File: config.mk
export PLATFORM = sky130hd
export DESIGN_NAME = xfer_resolve
export DESIGN_NICKNAME = d
export VERILOG_FILES = /design/src/rtl/xfer_resolve.sv
export SDC_FILE = /design/constraint.sdc
export NUM_CORES = 1
export LEC_CHECK = 0
export BUFFER_PORTS_ARGS = -buffer_cell sky130_fd_sc_hd__buf_2
export CORE_MARGIN = 5
export CORE_UTILIZATION = 55
export CTS_CLUSTER_DIAMETER = 30
export DETAILED_ROUTE_END_ITERATION = 7
export GPL_TIMING_DRIVEN = 0
export PLACE_DENSITY = 0.87
export SLEW_MARGIN = 10
export SYNTH_ARGS = -nofsm -noshare
export SYNTH_HDL_FRONTEND = slang
export SYNTH_SLANG_ARGS = --single-unit
File: constraint.sdc
create_clock -name clk -period 7.4 [get_ports clk]
set_input_delay 0.74 -clock clk [delete_from_list [all_inputs] [get_ports clk]]
set_output_delay 0.74 -clock clk [all_outputs]
set_load 0.01 [all_outputs]
File: src/rtl/xfer_resolve.sv
module xfer_resolve #(
  parameter int XLEN = 32
) (
  input  logic            clk,
  input  logic            rst_n,
  input  logic            valid_i,
  input  logic [31:0]     instr_i,
  input  logic [XLEN-1:0] pc_i,
  input  logic [XLEN-1:0] rs1_i,
  input  logic [XLEN-1:0] rs2_i,
  input  logic            cc_i,
  output logic [XLEN-1:0] next_pc_o,
  output logic            taken_o,
  output logic            delay_slot_o,
  output logic            link_we_o,
  output logic [XLEN-1:0] link_data_o,
  output logic            loop_we_o,
  output logic [4:0]      loop_rd_o,
  output logic [XLEN-1:0] loop_sum_o,
  output logic            bus_lock_o,
  output logic            illegal_o
);
  localparam logic [5:0] OP_BRI  = 6'h10;
  localparam logic [5:0] OP_ESC  = 6'h13;
  localparam logic [5:0] OP_JMP  = 6'h1A;
  localparam logic [5:0] OP_CALL = 6'h1B;
  localparam logic [5:0] OP_LOOP = 6'h2D;
  localparam logic [4:0] ESC_LOCK   = 5'd1;
  localparam logic [4:0] ESC_CALLI  = 5'd2;
  localparam logic [4:0] ESC_NOP    = 5'd4;
  localparam logic [4:0] ESC_UNLOCK = 5'd7;

  logic [5:0] op;
  logic [4:0] f_s1, sub;
  logic [15:0] split;
  logic [XLEN-1:0] seq_pc, off26, off16, cmp_a;
  logic [XLEN:0] sum_w;
  logic lcc_q, lcc_next, cmp_eq;

  assign op     = instr_i[31:26];
  assign f_s1   = instr_i[15:11];
  assign sub    = instr_i[4:0];
  assign split  = {instr_i[20:16], instr_i[10:0]};
  assign seq_pc = pc_i + XLEN'(4);
  assign off26  = XLEN'({{(XLEN-28){instr_i[25]}}, instr_i[25:0], 2'b00});
  assign off16  = XLEN'({{(XLEN-18){split[15]}}, split, 2'b00});
  assign cmp_a  = op[0] ? XLEN'(f_s1) : rs1_i;
  assign cmp_eq = (cmp_a == rs2_i);
  assign sum_w  = {1'b0, rs1_i} + {1'b0, rs2_i};
  assign lcc_next = rs1_i[XLEN-1] ? ~sum_w[XLEN-1] : sum_w[XLEN];

  logic tk, dly, lnk, lpw, lk_set, lk_clr, ill;
  logic [XLEN-1:0] tgt;

  always_comb begin
    tk = 1'b0; dly = 1'b0; lnk = 1'b0; lpw = 1'b0;
    lk_set = 1'b0; lk_clr = 1'b0; ill = 1'b0;
    tgt = seq_pc;
    unique case (op)
      OP_JMP, OP_CALL: begin
        tk = 1'b1; dly = 1'b1; tgt = seq_pc + off26; lnk = op[0];
      end
      6'h1C, 6'h1D, 6'h1E, 6'h1F: begin
        tk = op[1] ? ~cc_i : cc_i; dly = op[0]; tgt = seq_pc + off26;
      end
      6'h14, 6'h15, 6'h16, 6'h17: begin
        tk = op[1] ? cmp_eq : ~cmp_eq; tgt = seq_pc + off16;
      end
      OP_BRI: begin
        tk = 1'b1; dly = 1'b1; tgt = rs1_i;
      end
      OP_ESC: begin
        unique case (sub)
          ESC_CALLI: begin tk = 1'b1; dly = 1'b1; lnk = 1'b1; tgt = rs1_i; end
          ESC_LOCK:   lk_set = 1'b1;
          ESC_UNLOCK: lk_clr = 1'b1;
          ESC_NOP:    ;
          default:    ill = 1'b1;
        endcase
      end
      OP_LOOP: begin
        tk = lcc_q; dly = 1'b1; lpw = 1'b1; tgt = seq_pc + off16;
      end
      default: ;
    endcase
  end

  assign taken_o      = valid_i & tk;
  assign delay_slot_o = valid_i & tk & dly;
  assign next_pc_o    = taken_o ? tgt : seq_pc;
  assign link_we_o    = valid_i & lnk;
  assign link_data_o  = pc_i + XLEN'(8);
  assign loop_we_o    = valid_i & lpw;
  assign loop_rd_o    = instr_i[25:21];
  assign loop_sum_o   = sum_w[XLEN-1:0];
  assign illegal_o    = valid_i & ill;

  always_ff @(posedge clk) begin
    if (!rst_n) begin
      lcc_q      <= 1'b0;
      bus_lock_o <= 1'b0;
    end else if (valid_i) begin
      if (lpw) lcc_q <= lcc_next;
      if (lk_set) bus_lock_o <= 1'b1;
      else if (lk_clr) bus_lock_o <= 1'b0;
    end
  end

  a_r7_flag_hold: assert property (@(posedge clk) disable iff (!rst_n)
    !loop_we_o |=> $stable(lcc_q));
  a_r8_lock_set: assert property (@(posedge clk) disable iff (!rst_n)
    (valid_i && op == OP_ESC && sub == ESC_LOCK) |=> bus_lock_o);
  a_r8_lock_clr: assert property (@(posedge clk) disable iff (!rst_n)
    (valid_i && op == OP_ESC && sub == ESC_UNLOCK) |=> !bus_lock_o);
  a_r9_illegal_inert: assert property (@(posedge clk) disable iff (!rst_n)
    illegal_o |-> (!taken_o && next_pc_o == pc_i + XLEN'(4)) ##1 $stable(bus_lock_o));
  a_r2_plain_cond_no_slot: assert property (@(posedge clk) disable iff (!rst_n)
    (valid_i && (op == 6'h1C || op == 6'h1E)) |-> !delay_slot_o);
  a_r3_compare_no_slot: assert property (@(posedge clk) disable iff (!rst_n)
    (valid_i && op[5:2] == 4'h5) |-> !delay_slot_o);
  a_r11_idle_quiet: assert property (@(posedge clk) disable iff (!rst_n)
    !valid_i |-> (!taken_o && !link_we_o && !loop_we_o && !illegal_o));
  a_r11_slot_needs_take: assert property (@(posedge clk) disable iff (!rst_n)
    delay_slot_o |-> taken_o);
endmodule

==> results.md, run 1 <==
* Distinct cells, synth at 74
* Outcome: finished, final reports clean
* Vias in the first global route at 7,216
* Mapped Area at 5890 sq um
* Fillers at 978
* Worst VDD drop at 0.0459 mV
* Post-Synthesis Net Count at 1,074
* Ratio of cells with drive above 1 in the final layout at 24.5%
* Max-cap violations at 0
* Area of the core at 10,400 sq um
* Final setup fails at 0
* Clock Path Buffers at 2
* Slew margin rel. at 23.8%
* DR WL/cell at 17.3 microns
* Worst Max-Slew Pin Slew at 1.11 ns
* Number of enable flip-flop cells after synthesis at 0
* Mapped Avg Cell Area at 6.71 sq um
* DRC errors left at 0
* Final WS setup at 1.36 ns
* Post-route ant nets at 0
* CP Launch Type: primary input
* DRT Wirelength at 21,500 microns
* Setup WS pre-CTS at 1.41 ns
* Die area at 12,900 sq um
* CTS tree: done
* CP top delay family: compound AO/OA/AOI/OAI gates
* Sequential share of the synthesized area at 0.680%
* Crit path required time at 6.66 ns
* FFs w/ async S/R, synth at 0%
* Max-slew violation count at 0
* Final #Nets at 1,307
* Ys flop type: dfxtp_1
* Final Hold Viols at 0
* Syn Inst Count at 877
* Critical-path cell list: buf_2 -> ha_1 -> nand2_1 -> nor4_2 -> and3_1 -> clkbuf_2 -> and2_0 -> clkbuf_1 -> nand2_1 -> xnor2_1 -> ha_1 -> a21o_1 -> o21a_1 -> a311o_1 -> a211oi_1 -> o21ai_0 -> a21oi_1 -> xor2_1 -> o21ai_0 -> mux2_2 -> buf_2
* GRT Total Usage at 31.6%
* Tmin final at 6.04 ns
* Routability cong. at 1.02
* PwrDens at 89.4 nW/um^2
* Crit path kind: in2out
* PostCTS Resize Cnt at 0
* Die Wd at 113 microns
* Synth Warn # at 0
* Ant diodes at 0
* DP HPWL at 18,500 microns
* Root buffer cell: clkbuf_8
* Placed instance count at 1,241
* Final non-filler cell total at 1,244
* Commonest non-fill, non-tap cells in the layout: buf_2, xnor2_1, nor2_1
* Via density at 6.14
* Final Cycle Share at 81.7%
* Fin Setup TNS at 0 ns
* Total grt overflow at 0
* CP bufs+invs at 4
* Pre-antenna DRT Iters at 6
* CP arrival at 5.30 ns
* Flops & latches, synth at 2
* Top area cells in the synthesized netlist: ha_1, xnor2_1, a21oi_1
* Most common cell after layout, fill and taps aside: buf_2
* Top cell type's share of synthesized area at 13.4%
* Vias at 7,633
* CTS Buf Count at 3
* # Post-CTS Setup Buffers at 0
* Post-synth top area cell: ha_1
* Area Overhead vs Synth at 23.0%
* Crit-path max FO at 6
* Crit-path max cell delay at 0.46 ns
* Htree depth at 1
* Leakage at 3.46 nW
* Antenna violations before repair at 0
* Starting density of the core at 56.8%
* Iter 0 DRT Violations at 685
* Unrepaired setup endpoints after global routing: false
* Largest net degree at the start of global routing at 11
* Die Span Y at 113 microns
* Clock-pin transition on the worst setup and hold timing paths at 0.03 ns
* CTS sink cnt at 2
* CP Capture Type: output port
* Clock skew at 0 ns
* Final Power at 647 uW
* Clk_lat worst skew at 0.21 ns
* CTS hold repair buffers at 0
* Hold Path Class: reg2reg
* First-pass GRT wire length at 34,100 microns
* Slowest cell on the critical path: a211oi_1
* Buffers on Ports at 228
* Highest achievable clock rate at 165 MHz
* IO Pins at 239
* Cell row count at 37
## metal layers
layer	share of wire (%)	GRT usage, %	routed length (microns)	vias up
met4	3.8	12.4	815	0
met1	39	39.4	8360	3428
met5	0	0	0	-
li1	-	-	-	3701
met2	47	54.8	10000	433
met3	11	4.56	2350	71
## state kept, by name, indices dropped and copies added (netlist names)
signal      cells
bus_lock_o      1
lcc_q           1
## power breakdown
group          switching (mW)  leakage, nW  internal (mW)  total [mW]
Clock                 0.00866       0.0216         0.0344      0.0431
Combinational           0.339         3.42          0.254       0.593
Sequential          0.0000290       0.0161         0.0109      0.0109
Total                   0.348         3.46          0.299       0.647
## synth_stat cells, types with 11 or more instances
cell type	instances
xnor2_1	90
nor2_1	89
a21oi_1	78
nand2_1	72
ha_1	63
o21ai_0	49
a21o_1	38
inv_1	35
xor2_1	34
nand3_1	29
clkbuf_1	28
a22oi_1	26
a31oi_1	20
and3_1	20
nand4_1	16
nor2b_1	14
o21a_1	11
## cell type report
type | count | area [sq um] | area share [%]
inverters | 35 | 131 | 1.82
multi-input cells | 791 | 5470 | 75.6
well taps | 136 | 170 | 2.35
flip-flops and latches | 2 | 40.0 | 0.553
clock buffers | 3 | 41.3 | 0.570
plain buffers | 49 | 243 | 3.35
repair buffers | 228 | 1140 | 15.8
## worst register-to-register path, cell delays in order (launching register included)
cell and delay, ns:
dfxtp_1 0.32, nand2_1 0.06, o21ai_0 0.07, a32oi_1 0.19
a21oi_1 0.06
## cells by family (layout without fill, tap and decap cells)
kind of cell / after synthesis / count (layout) / share of synthesized area [%]
AOI/OAI and AO/OA: 293 / 293 / 33.0
muxes: 12 / 12 / 2.23
buffers and inverters: 84 / 315 / 6.36
DFF: 2 / 2 / 0.680
and+or+nand+nor: 297 / 297 / 25.2
adders and majority gates: 65 / 65 / 14.1
xor gates and xnor gates: 124 / 124 / 18.5
## path summary, 6_finish.rpt
check / startpoint / to / slack [ns] / cells after the start
worst min-delay path: lcc_q$_SDFFE_PN0P_ / lcc_q$_SDFFE_PN0P_ / 0.60 / 2
worst max-delay path: pc_i[3] / next_pc_o[23] / 1.36 / 21
worst max register to register: lcc_q$_SDFFE_PN0P_ / lcc_q$_SDFFE_PN0P_ / 6.58 / 4
worst min register to register: lcc_q$_SDFFE_PN0P_ / lcc_q$_SDFFE_PN0P_ / 0.60 / 2
## stage by stage
stage               hold slack [ns]  instance area, sq um  utilization (%)
floorplan                     0.532                  5890                -
global placement              0.575                  7200             69.4
detailed placement            0.604                  7200             69.4
CTS                           0.607                  7240             69.8
global route                  0.621                  7240             69.8
finish                        0.602                  7240             69.8
Power figures use the tool's default switching activity.
==> run 2: changes to the inputs <==
--- a/config.mk
+++ b/config.mk
@@ -7,11 +7,11 @@
 export LEC_CHECK = 0
 export BUFFER_PORTS_ARGS = -buffer_cell sky130_fd_sc_hd__buf_2
 export CORE_MARGIN = 5
-export CORE_UTILIZATION = 55
+export CORE_UTILIZATION = 51
 export CTS_CLUSTER_DIAMETER = 30
 export DETAILED_ROUTE_END_ITERATION = 7
 export GPL_TIMING_DRIVEN = 0
-export PLACE_DENSITY = 0.87
+export PLACE_DENSITY = 0.82
 export SLEW_MARGIN = 10
 export SYNTH_ARGS = -nofsm -noshare
 export SYNTH_HDL_FRONTEND = slang
==> constraint.sdc (replaced) <==
create_clock -name clk -period 6.3 [get_ports clk]
set_input_delay 0.63 -clock clk [delete_from_list [all_inputs] [get_ports clk]]
set_output_delay 0.63 -clock clk [all_outputs]
set_load 0.01 [all_outputs]
==> results.md, run 2 (synthesis results as in run 1) <==
* Worst Hold Margin at 0.590 ns (-0.0120 ns)
* Worst VDD drop at 0.0602 mV (+31%)
* Final instance area at 7280 sq um (+0.60%)
* Final setup fails at 0 (unchanged)
* Gate power share at 86.7% (-4.9 points)
* Routability cong. at 1.00 (-1.7%)
* Area Overhead vs Synth at 23.7%
* Ant diodes at 0 (unchanged)
* Clk_lat worst skew at 0.22 ns (about the same)
* CTS Buf Count at 3 (unchanged)
* Max-cap violations at 0 (unchanged)
* Final WS setup at 0.486 ns (-0.872 ns)
* Most common cell after layout, fill and taps aside: buf_2
* Fin Setup TNS at 0 ns (unchanged)
* Tmin final at 5.81 ns
* Post-route ant nets at 0 (unchanged)
* CP Capture Type: output port
* PwrDens at 111 nW/um^2 (+24%)
* Max-slew violation count at 0 (unchanged)
* Largest net degree at the start of global routing at 11 (unchanged)
* Top Registers: bus_lock_o: 1 flops, lcc_q: 1 flops
* CTS tree: done
* Total grt overflow at 0 (unchanged)
* Htree depth at 1 (unchanged)
* Clock skew at 0 ns (unchanged)
* Vias at 7,562 (-0.93%)
* Root buffer cell: clkbuf_16
* Clock-pin transition on the worst setup and hold timing paths at 0.03 ns (about the same)
* Final Cycle Share at 92.3%
* Die Span Y at 117 microns (+3.5%)
* Final core occ at 64.0% (-5.8 points)
* Crit-path max cell delay at 0.50 ns (+0.04 ns)
* # Post-CTS Setup Buffers at 0 (unchanged)
* Die area at 13,800 sq um (+7.1%)
* Die Wd at 117 microns (+3.5%)
* Crit path kind: in2out
* Outcome: finished, final reports clean
* Crit-path max FO at 6 (unchanged)
* Slew margin rel. at 43.1% (+19 points)
* Final non-filler cell total at 1,251 (+0.56%)
* CTS hold repair buffers at 0 (unchanged)
* DR WL/cell at 17.4 microns (+0.65%)
* Starting density of the core at 51.8% (-5.0 points)
* First-pass GRT wire length at 35,000 microns (+2.7%)
* Buffers on Ports at 228 (unchanged)
* Unrepaired setup endpoints after global routing: false
* Seq pwr share at 1.6% (about the same)
* DRC errors left at 0 (unchanged)
* Vias in the first global route at 7,173 (-0.60%)
* Clock share of power at 11.7% (+5.0 points)
* Pre-antenna DRT Iters at 5 (-1)
* CP Launch Type: primary input
* Slowest cell on the critical path: a211oi_1
* Antenna violations before repair at 2 (+2)
* Iter 0 DRT Violations at 628 (-8.3%)
* Final Power at 806 uW (+25%)
* Internal at 392 uW (+31%)
* R2r setup slk at 5.47 ns (-1.11 ns)
* NetSw at 413 uW (+19%)
* CP arrival at 5.18 ns (-0.12 ns)
* Dpl cell area at 7210 sq um (+0.12%)
* Area of the core at 11,400 sq um (+9.6%)
* Worst Max-Slew Pin Slew at 0.850 ns (-0.264 ns)
* Cell row count at 39 (+5.4%)
* Ratio of cells with drive above 1 in the final layout at 24.5% (unchanged)
* Via density at 6.04 (-1.5%)
* Leakage at 3.48 nW (+0.45%)
* Final #Nets at 1,307 (unchanged)
* Switching fraction of total power at 51.3% (-2.4 points)
* Highest achievable clock rate at 172 MHz
* DRT Wirelength at 21,800 microns (+1.2%)
* Commonest non-fill, non-tap cells in the layout: buf_2, xnor2_1, nor2_1
* GRT Total Usage at 29.6% (-2.1 points)
* Critical-path cell list: buf_2 -> ha_1 -> nand2_1 -> nor4_2 -> and3_1 -> clkbuf_2 -> and2_0 -> clkbuf_1 -> nand2_1 -> xnor2_1 -> ha_1 -> a21o_1 -> o21a_1 -> a311o_1 -> a211oi_1 -> nor3_1 -> or3_1 -> xor2_1 -> a22oi_1 -> a21oi_1 -> buf_2
* Crit path required time at 5.67 ns (-0.99 ns)
* Hold Path Class: reg2reg
* CTS sink cnt at 2 (unchanged)
* Final Hold Viols at 0 (unchanged)
* PostCTS Resize Cnt at 0 (unchanged)
* Placed instance count at 1,248 (+0.56%)
* Clock Path Buffers at 2 (unchanged)
* DP HPWL at 18,800 microns (+1.4%)
* Setup WS pre-CTS at 0.582 ns (-0.828 ns)
* IO Pins at 239 (unchanged)
## run 2: final timing paths
| kind | start | to | cells after the start |
|---|---|---|---|
| worst max-delay path | pc_i[4] | next_pc_o[25] | 21 |
| worst min register to register | lcc_q$_SDFFE_PN0P_ | lcc_q$_SDFFE_PN0P_ | 2 |
| worst max register to register | lcc_q$_SDFFE_PN0P_ | lcc_q$_SDFFE_PN0P_ | 4 |
| worst min-delay path | lcc_q$_SDFFE_PN0P_ | lcc_q$_SDFFE_PN0P_ | 2 |
## run 2: worst max-delay path: cells and delay by family
family / cells / cell delay (ns)
adders and majority gates: 2 / 0.59
and+or+nand+nor: 7 / 1.41
buffers and inverters: 4 / 0.68
AOI/OAI and AO/OA: 6 / 1.51
xor gates and xnor gates: 2 / 0.37
## run 2: cell type report
type | count | area (sq um)
Clock buffer | 3 | 75.1
Buffer | 49 | 243
Tap cell | 143 | 179
Inverter | 35 | 131
Multi-Input combinational cell | 791 | 5470
Sequential cell | 2 | 40.0
Timing Repair Buffer | 228 | 1140
Fill cell | 1103 | 4090
## run 2: metal layers
layer,GRT usage (%),wire [microns]
met3,4.48,2030
met1,37.6,8960
met4,10.7,737
met2,50.3,10000
met5,0,27
## run 2: power by group through the flow
stage          Sequential (mW)  Clock, mW  Combinational [mW]
2_1_floorplan           0.0130          0               0.455
3_3_place_gp            0.0130          0               0.678
3_5_place_dp            0.0130          0               0.687
4_1_cts                 0.0128     0.0956               0.691
5_1_grt                 0.0128     0.0982               0.769
6_report                0.0128     0.0944               0.698
==> run 3: changes to the inputs <==
--- a/config.mk
+++ b/config.mk
@@ -11,7 +11,7 @@
 export CTS_CLUSTER_DIAMETER = 30
 export DETAILED_ROUTE_END_ITERATION = 7
 export GPL_TIMING_DRIVEN = 0
-export PLACE_DENSITY = 0.82
+export PLACE_DENSITY = 0.84
 export SLEW_MARGIN = 10
 export SYNTH_ARGS = -nofsm -noshare
 export SYNTH_HDL_FRONTEND = slang
==> results.md, run 3 (synthesis results as in run 1) <==
* PostCTS Resize Cnt at 0 (unchanged)
* Max-cap violations at 0 (unchanged)
* Die area at 13,800 sq um (unchanged)
* Total grt overflow at 0 (unchanged)
* WHS Path Cells at 2 (unchanged)
* CP Capture Type: output port
* R2r setup slk at 5.46 ns (about the same)
* Worst Max-Slew Pin Slew at 1.08 ns (+0.232 ns)
* Root buffer cell: clkbuf_16
* Iter 0 DRT Violations at 649 (+3.3%)
* PwrDens at 111 nW/um^2 (+0.23%)
* Top Registers: bus_lock_o: 1 flops, lcc_q: 1 flops
* Starting density of the core at 51.8% (unchanged)
* Fin Setup TNS at 0 ns (unchanged)
* Hold_sp: lcc_q$_SDFFE_PN0P_
* Unrepaired setup endpoints after global routing: false
* Via density at 6.01 (-0.52%)
* Die Span Y at 117 microns (unchanged)
* DR WL met3 at 1910 microns (-5.8%)
* Pre-antenna DRT Iters at 5 (unchanged)
* Post-route ant nets at 0 (unchanged)
* Vias at 7,535 (-0.36%)
* Area Overhead vs Synth at 23.8% (about the same)
* Met1 WL at 8930 microns (-0.35%)
* Critical-path cell list: buf_2 -> ha_1 -> nand2_1 -> nor4_2 -> and3_1 -> clkbuf_2 -> and2_0 -> clkbuf_1 -> nand2_1 -> xnor2_1 -> ha_1 -> a21o_1 -> o21a_1 -> a311o_1 -> a211oi_1 -> nor3_1 -> or3_1 -> xor2_1 -> a22oi_1 -> a21oi_1 -> buf_2
* Final Hold Viols at 0 (unchanged)
* Area of the core at 11,400 sq um (unchanged)
* Routability cong. at 0.984 (-2.0%)
* Die Wd at 117 microns (unchanged)
* Setup WS pre-CTS at 0.519 ns (-0.0638 ns)
* Antenna violations before repair at 2 (unchanged)
* Largest net degree at the start of global routing at 11 (unchanged)
* Reg-to-Reg Start: lcc_q$_SDFFE_PN0P_
* Leakage at 3.48 nW (about the same)
* DP HPWL at 18,700 microns (-0.64%)
* Path depth of the worst reg2reg path at 4 (unchanged)
* IO Pins at 239 (unchanged)
* Clock skew at 0 ns (unchanged)
* Final Cycle Share at 92.5% (+0.18 points)
* Crit path kind: in2out
* Outcome: finished, final reports clean
* Hold Path Class: reg2reg
* Tmin final at 5.83 ns (+0.0110 ns)
* Worst R2R End: lcc_q$_SDFFE_PN0P_
* Commonest non-fill, non-tap cells in the layout: buf_2, xnor2_1, nor2_1
* Crit-path max FO at 6 (unchanged)
* Uppermost routed layer: met4
* Final #Nets at 1,307 (unchanged)
* Crit-path max cell delay at 0.47 ns (-0.03 ns)
* Clock-pin transition on the worst setup and hold timing paths at 0.03 ns (about the same)
* CTS Buf Count at 3 (unchanged)
* CTS sink cnt at 2 (unchanged)
* CP arrival at 5.20 ns (+0.02 ns)
* Final WS setup at 0.475 ns (-0.0110 ns)
* CP Launch Type: primary input
* Vias in the first global route at 7,228 (+0.77%)
* Metal2 WL at 10,100 microns (+0.31%)
* Worst VDD drop at 0.0627 mV (+4.1%)
* Final instance area at 7290 sq um (about the same)
* Slew margin rel. at 26.0% (-17 points)
* DRT Wirelength at 21,800 microns (about the same)
* Dpl cell area at 7210 sq um (unchanged)
* Final setup fails at 0 (unchanged)
* GRT Total Usage at 29.6% (+0.034 points)
* Slowest cell on the critical path: a211oi_1
* DR WL/cell at 17.4 microns (-0.19%)
* CTS hold repair buffers at 0 (unchanged)
* Ratio of cells with drive above 1 in the final layout at 24.5% (unchanged)
* # Post-CTS Setup Buffers at 0 (unchanged)
* Hold Crit Endpoint: lcc_q$_SDFFE_PN0P_
* Highest achievable clock rate at 172 MHz (-0.19%)
* First-pass GRT wire length at 35,100 microns (+0.22%)
* Buffers on Ports at 228 (unchanged)
* Crit path required time at 5.67 ns (about the same)
* Most common cell after layout, fill and taps aside: buf_2
* Clock Path Buffers at 2 (unchanged)
* Htree depth at 1 (unchanged)
* DRC errors left at 0 (unchanged)
* Max-slew violation count at 0 (unchanged)
* Cell row count at 39 (unchanged)
* CTS tree: done
* Clk_lat worst skew at 0.22 ns (about the same)
[run 3: worst max-delay path, delay by kind of cell]
| kind | cells | cell delay [ns] |
|---|---|---|
| AO/OA/AOI/OAI | 6 | 1.54 |
| buffers and inverters | 4 | 0.67 |
| AND/OR/NAND/NOR | 7 | 1.39 |
| XOR/XNOR | 2 | 0.37 |
| adder cells (fa/ha/maj) | 2 | 0.59 |
[run 3: final cells by class]
class	instances	area [sq um]
Antenna cell	2	5.00
Buffer	49	243
Clock buffer	3	75.1
Fill cell	1096	4080
Inverter	35	131
Multi-Input combinational cell	791	5470
Sequential cell	2	40.0
Tap cell	143	179
Timing Repair Buffer	228	1140
[run 3: metal layers]
metal | vias up | GRT usage [%]
li1 | 3698 | -
met1 | 3379 | 37.6
met2 | 394 | 49.7
met3 | 64 | 4.23
met4 | 0 | 12.7
met5 | - | 0
[run 3: worst max path at each step]
| stage | start | to | slack [ns] |
|---|---|---|---|
| floorplan | pc_i[3] | next_pc_o[25] | 1.37 |
| global placement | pc_i[4] | next_pc_o[25] | 0.54 |
| detailed placement | pc_i[4] | next_pc_o[25] | 0.52 |
| CTS | pc_i[4] | next_pc_o[25] | 0.51 |
| global route | pc_i[3] | next_pc_o[25] | 0.16 |
| finish | pc_i[4] | next_pc_o[25] | 0.47 |
[run 3: power breakdown]
| part | internal (mW) | switching (mW) | leakage [nW] |
|---|---|---|---|
| sequential | 0.0128 | 0.0000371 | 0.0161 |
| combinational | 0.298 | 0.401 | 3.42 |
| clock | 0.0808 | 0.0148 | 0.0370 |
| total | 0.392 | 0.416 | 3.48 |
[run 3: through the flow]
stage	total power, mW	util [%]	hold slack (ns)	instances
2_1_floorplan	0.468	-	0.532	877
3_3_place_gp	0.692	63.4	0.586	1248
3_5_place_dp	0.701	63.4	0.582	1248
4_1_cts	0.800	64.0	0.586	1251
5_1_grt	0.879	64.1	0.603	1253
6_report	0.808	64.1	0.582	1253
